<file path="config.mk">
export PLATFORM = sky130hd
export DESIGN_NAME = byte_word_packer
export DESIGN_NICKNAME = d
export VERILOG_FILES = /design/src/rtl/packer_pkg.sv /design/src/rtl/packer_ctrl.sv /design/src/rtl/packer_lane_store.sv /design/src/rtl/packer_sticky_flag.sv /design/src/rtl/byte_word_packer.sv
export SDC_FILE = /design/constraint.sdc
export NUM_CORES = 1
export LEC_CHECK = 0
export ABC_AREA = 1
export BUFFER_PORTS_ARGS = -buffer_cell sky130_fd_sc_hd__clkbuf_2
export CAP_MARGIN = 20
export CORE_UTILIZATION = 49
export CTS_BUF_LIST = sky130_fd_sc_hd__clkbuf_2
export DETAILED_ROUTE_END_ITERATION = 12
export GPL_TIMING_DRIVEN = 0
export MAX_ROUTING_LAYER = met4
export PLACE_DENSITY_LB_ADDON = 0.1
export SYNTH_ARGS = -nofsm -noshare
export SYNTH_HDL_FRONTEND = slang
export SYNTH_SLANG_ARGS = --single-unit
</file>
<file path="constraint.sdc">
create_clock -name clk -period 2.6 [get_ports clk]
set_clock_uncertainty 0.15 [all_clocks]
set_input_delay 0 -clock clk [delete_from_list [all_inputs] [get_ports clk]]
set_output_delay 0 -clock clk [all_outputs]
set_load 0.01 [all_outputs]
</file>
<file path="src/rtl/packer_pkg.sv">
package packer_pkg;

  // Phases of the packer: gathering bytes, offering a full word, clearing counters.
  typedef enum logic [1:0] {
    PK_FILL  = 2'd0,
    PK_ISSUE = 2'd1,
    PK_CLEAR = 2'd2
  } pk_state_e;

endpackage

</file>
<file path="src/rtl/packer_ctrl.sv">
module packer_ctrl
  import packer_pkg::*;
#(
  parameter int LANES = 16
) (
  input  logic             clk,
  input  logic             rst_n,
  input  logic             rx_done,
  input  logic             wr_ready,
  output logic [LANES-1:0] lane_we,
  output logic             wr_valid,
  output logic             drop
);

  localparam int CNT_W = $clog2(LANES);
  localparam logic [CNT_W-1:0] LAST_LANE = CNT_W'(LANES - 1);

  pk_state_e        state_q, state_d;
  logic [CNT_W-1:0] cnt_q, cnt_d;
  logic             accept;

  assign accept = rx_done && (state_q == PK_FILL);

  // Next-state process
  always_comb begin
    state_d = state_q;
    cnt_d   = cnt_q;
    unique case (state_q)
      PK_FILL: begin
        if (rx_done) begin
          if (cnt_q == LAST_LANE) begin
            state_d = PK_ISSUE;
          end else begin
            cnt_d = cnt_q + 1'b1;
          end
        end
      end
      PK_ISSUE: begin
        if (wr_ready) state_d = PK_CLEAR;
      end
      PK_CLEAR: begin
        cnt_d   = '0;
        state_d = PK_FILL;
      end
      default: begin
        cnt_d   = '0;
        state_d = PK_FILL;
      end
    endcase
  end

  // Register process
  always_ff @(posedge clk or negedge rst_n) begin
    if (!rst_n) begin
      state_q <= PK_FILL;
      cnt_q   <= '0;
    end else begin
      state_q <= state_d;
      cnt_q   <= cnt_d;
    end
  end

  // One write enable per byte lane
  for (genvar i = 0; i < LANES; i++) begin : g_we
    assign lane_we[i] = accept && (cnt_q == CNT_W'(i));
  end

  assign wr_valid = (state_q == PK_ISSUE);
  assign drop     = rx_done && (state_q != PK_FILL);

  // a handshake is followed by one cycle with no word offered
  assert_clear_gap_R5: assert property (@(posedge clk) disable iff (!rst_n)
    (wr_valid && wr_ready) |=> !wr_valid);

  // the clear cycle leaves the counter empty and packing enabled
  assert_fill_after_clear_R5: assert property (@(posedge clk) disable iff (!rst_n)
    (state_q == PK_CLEAR) |=> (state_q == PK_FILL && cnt_q == '0));

  // a word is offered only after the last lane was written
  assert_issue_after_last_R3: assert property (@(posedge clk) disable iff (!rst_n)
    $rose(wr_valid) |-> $past(lane_we[LANES-1]));

endmodule

</file>
<file path="src/rtl/packer_lane_store.sv">
module packer_lane_store #(
  parameter int BYTE_W = 8,
  parameter int LANES  = 16
) (
  input  logic                    clk,
  input  logic                    rst_n,
  input  logic [LANES-1:0]        lane_we,
  input  logic [BYTE_W-1:0]       din,
  output logic [BYTE_W*LANES-1:0] word
);

  for (genvar i = 0; i < LANES; i++) begin : g_lane
    logic [BYTE_W-1:0] lane_q;
    always_ff @(posedge clk or negedge rst_n) begin
      if (!rst_n) begin
        lane_q <= '0;
      end else if (lane_we[i]) begin
        lane_q <= din;
      end
    end
    assign word[i*BYTE_W +: BYTE_W] = lane_q;
  end

  // at most one lane is written per byte
  assert_single_lane_R2: assert property (@(posedge clk) disable iff (!rst_n)
    $onehot0(lane_we));

endmodule

</file>
<file path="src/rtl/packer_sticky_flag.sv">
module packer_sticky_flag (
  input  logic clk,
  input  logic rst_n,
  input  logic set,
  output logic flag
);

  logic flag_q, flag_d;

  always_comb begin
    flag_d = flag_q | set;
  end

  always_ff @(posedge clk or negedge rst_n) begin
    if (!rst_n) begin
      flag_q <= 1'b0;
    end else begin
      flag_q <= flag_d;
    end
  end

  assign flag = flag_q;

  // once raised the flag holds until reset
  assert_sticky_R6: assert property (@(posedge clk) disable iff (!rst_n)
    flag |=> flag);

endmodule

</file>
<file path="src/rtl/byte_word_packer.sv">
module byte_word_packer #(
  parameter int BYTE_W = 8,
  parameter int LANES  = 16
) (
  input  logic                    clk,
  input  logic                    rst_n,
  input  logic [BYTE_W-1:0]       rx_byte,
  input  logic                    rx_done,
  output logic [BYTE_W*LANES-1:0] wr_data,
  output logic                    wr_valid,
  input  logic                    wr_ready,
  output logic                    overflow
);

  logic [LANES-1:0] lane_we;
  logic             drop;

  packer_ctrl #(.LANES(LANES)) u_ctrl (
    .clk      (clk),
    .rst_n    (rst_n),
    .rx_done  (rx_done),
    .wr_ready (wr_ready),
    .lane_we  (lane_we),
    .wr_valid (wr_valid),
    .drop     (drop)
  );

  packer_lane_store #(.BYTE_W(BYTE_W), .LANES(LANES)) u_store (
    .clk     (clk),
    .rst_n   (rst_n),
    .lane_we (lane_we),
    .din     (rx_byte),
    .word    (wr_data)
  );

  packer_sticky_flag u_ovf (
    .clk   (clk),
    .rst_n (rst_n),
    .set   (drop),
    .flag  (overflow)
  );

  // an offered word is held until accepted
  assert_hold_R4: assert property (@(posedge clk) disable iff (!rst_n)
    (wr_valid && !wr_ready) |=> (wr_valid && $stable(wr_data)));

  // a byte arriving while a word is pending raises overflow
  assert_no_overflow_R6: assert property (@(posedge clk) disable iff (!rst_n)
    (rx_done && wr_valid) |=> overflow);

  // nothing is offered or flagged in the first cycle after reset
  assert_reset_quiet_R1: assert property (@(posedge clk)
    !rst_n |=> (!wr_valid && !overflow));

endmodule

</file>
==> metrics.md <==
| Metric | Value |
|---|---|
| Status | `complete, no violations` |
| Worst Setup Start Kind | `flip-flop` |
| CP max-delay cell | `dfrtp_1` |
| Crit path cell chain | `ha_1 > nand3_1 > inv_1 > nand2_2 > clkbuf_1 > o21ai_0` |
| Wirelength per Cell | `16.0 µm` |
| Mapped cell area | `5410 µm²` |
| Max Cap Violations | `0` |
| Largest net degree at the start of global routing | `90` |
| Tightest Pin Transition | `0.458 ns` |
| RSZ-0062 raised after global routing | `false` |
| Vias per cell | `5.14` |
| Post-route ant nets | `0` |
| Syn Inst Count | `580` |
| Maximum VDD drop | `530 µV` |
| Critical Path RT | `2.96 ns` |
| Resized cells post-CTS | `0` |
| # IOs | `142` |
| Total power | `0.00704 W` |
| First-pass GRT wire length | `22600 µm` |
| Die Y | `107 µm` |
| Leak pwr | `3.62 nW` |
| Initial antenna violation count | `0` |
| DRT iter0 DRCs | `343` |
| Slew Viols, Final | `0` |
| Gr usage total | `27.3%` |
| GP Congestion | `0.866` |
| Final-report setup violation count | `0` |
| WHS | `0.131 ns` |
| Peak per-stage delay on the critical path | `0.47 ns` |
| Buffers on Ports | `133` |
| TritonCTS clock tree | `built` |
| Die area | `11500 µm²` |
| Fillers | `944` |
| Nets | `764` |
| Critical path peak fanout | `10` |
| Share of the synthesized area in the top cell type | `62.5%` |
| Avg Inst Size Synth | `9.32 µm²` |
| Clk pin slew, worst setup/hold paths | `0.19 ns` |
| Synth top area cells | `dfrtp_1 62%, nand2_1 16%, o21ai_0 11%` |
| N_diodes | `0` |
| Setup TNS | `0 ns` |
| Initial DRT Pass Iterations | `4` |
| Starting Density | `51.4%` |
| Post-DP HPWL | `9620 µm` |
| Vias in the first global route | `4401` |
| Min cycle time layout | `1.89 ns` |
| CP delay by family, top | `flip-flops` |
| Num CTS Buffers | `17` |
| Net Count, Synth | `596` |
| Clk Latency, worst-skew pair | `0.64 ns` |
| Crit share post-route | `72.8%` |
| Worst Hold Class | `primary input to flip-flop` |
| Sequential element share of the synthesized area | `62.5%` |
| Share of layout cells above drive strength 1 | `25.6%` |
| Root buf cell | `clkbuf_2` |
| CP Class | `flip-flop to flip-flop` |
| Routed wire length | `14300 µm` |
| Cell type with the largest total area after synthesis | `dfrtp_1` |
| Crit end category | `flip-flop` |
| Buf/Inv on CP | `2` |
| Worst EP arrival | `2.25 ns` |
| Slew HR | `69.3%` |
| Synthesis-to-layout area growth | `22.6%` |
| Via count | `4593` |
| Sink Count | `135` |
| Max frequency | `0.529 GHz` |
| Drt drc | `0` |
| Placed Area | `6280 µm²` |
| Distinct cells, synth | `20` |
| H-Tree Depth | `4` |
| Core box area | `10500 µm²` |
| Clk buf depth | `2` |
| Final Instance Area | `6630 µm²` |
| Rows | `37` |
| Power Dens Cells | `1060 nW/µm²` |
| Die X | `107 µm` |
| Synth Warn # | `0` |
| Final-report hold violation count | `0` |
| Total grt overflow | `0` |
| Seq cells post-synth | `135` |
## flip-flops by register name, indices dropped and copies added (netlist names)
signal / count
u_store.g_lane.lane_q: 128
u_ovf.flag: 1
u_ctrl.cnt_q: 4
u_ctrl.state_q: 2
## cell type report
| type | instances | area (µm²) | share of cell area (%) |
|---|---|---|---|
| plain buffers | 24 | 160 | 2.42 |
| clock buffers | 19 | 95.1 | 1.44 |
| clock inverters | 10 | 85.1 | 1.28 |
| inverters | 24 | 90.1 | 1.36 |
| multi-input cells | 397 | 1780 | 26.8 |
| flip-flops and latches | 135 | 3380 | 51.0 |
| well taps | 136 | 170 | 2.57 |
| repair buffers | 149 | 870 | 13.1 |
## cell usage in the layout (no fill, tap or decap)
| master | count |
|---|---|
| clkinv_2 | 4 |
| o21ai_1 | 5 |
| clkbuf_1 | 7 |
| clkinvlp_4 | 3 |
| clkinv_4 | 1 |
| clkbuf_8 | 3 |
| dlygate4sd3_1 | 14 |
| nand2_1 | 227 |
| clkinv_1 | 1 |
| nand2_4 | 1 |
| inv_1 | 23 |
| nor2_2 | 3 |
| inv_2 | 1 |
| bufinv_16 | 1 |
| o21ai_0 | 119 |
| buf_2 | 2 |
| nand3_1 | 12 |
| dfrtp_1 | 135 |
| clkbuf_2 | 159 |
| nor2_4 | 8 |
| o21bai_1 | 1 |
| a21oi_1 | 1 |
| nor2_1 | 15 |
| buf_6 | 5 |
| nand2_2 | 1 |
| buf_16 | 2 |
| ha_1 | 4 |
## worst reg2reg max path: stages (launching register included)
cell and delay, ns:
dfrtp_1 0.47, ha_1 0.30, nand3_1 0.12, inv_1 0.08
nand2_2 0.15, clkbuf_1 0.34, o21ai_0 0.16
## metal layers
metal	global-route usage, %	vias up	share of wire (%)
met4	10.5	0	2.3
li1	-	2198	-
met5	-	-	0
met3	6.87	20	6.5
met1	35.0	2214	44
met2	41.8	161	48
## metrics by stage
| step | utilization (%) | worst slack (ns) | cells |
|---|---|---|---|
| global route | 63.1 | 0.613 | 894 |
| global placement | 59.4 | -0.667 | 849 |
| detailed placement | 59.7 | 0.777 | 850 |
| CTS | 63.1 | 0.718 | 894 |
| finish | 63.1 | 0.708 | 894 |
| floorplan | - | 1.08 | 580 |
## cell usage after synthesis
| cell | instances |
|---|---|
| nor2_2 | 3 |
| nor2_4 | 8 |
| o21bai_1 | 1 |
| buf_6 | 5 |
| nor2_1 | 15 |
| nand3_1 | 12 |
| o21ai_0 | 119 |
| a21oi_1 | 1 |
| clkbuf_8 | 2 |
| dfrtp_1 | 135 |
| buf_2 | 2 |
| clkbuf_2 | 8 |
| nand2_1 | 227 |
| nand2_4 | 1 |
| ha_1 | 4 |
| inv_2 | 1 |
| inv_1 | 23 |
| nand2_2 | 1 |
| o21ai_1 | 5 |
| clkbuf_1 | 7 |
## report_power, final
| group | switching, W | internal [W] |
|---|---|---|
| sequential | 0.000493 | 0.00293 |
| combinational | 0.00159 | 0.000998 |
| clock | 0.000713 | 0.000326 |
## timing repair
action	in CTS	in global routing
hold buffers	15	0
endpoints found under the hold margin	270	0
buffers inserted	0	0
## kinds of logic (layout without fill, tap and decap cells)
kind of cell | after synthesis | in the layout | synth area share (%)
AND/OR/NAND/NOR | 267 | 267 | 20.3
flip-flops | 135 | 135 | 62.5
adder cells (fa/ha/maj) | 4 | 4 | 0.926
buffers and inverters | 48 | 226 | 4.63
AO/OA/AOI/OAI | 126 | 126 | 11.7
## final timing paths
check	slack (ns)	end	cells past startpoint	start
setup / recovery	0.71	u_ctrl.state_q[0]$_DFFE_PN0P_	6	u_ctrl.cnt_q[0]$_DFFE_PN0P_
hold / removal	0.13	u_store.g_lane[11].lane_q[0]$_DFFE_PN0P_	4	rx_byte[0]
setup reg to reg	0.71	u_ctrl.state_q[0]$_DFFE_PN0P_	6	u_ctrl.cnt_q[0]$_DFFE_PN0P_
hold reg to reg	0.36	u_ovf.flag$_DFF_PN0_	1	u_ovf.flag$_DFF_PN0_
max in group asynchronous	1.61	u_store.g_lane[1].lane_q[5]$_DFFE_PN0P_	4	rst_n
min in group asynchronous	0.27	u_store.g_lane[11].lane_q[3]$_DFFE_PN0P_	4	rst_n
Note: power is estimated with default switching activity, not from simulation.
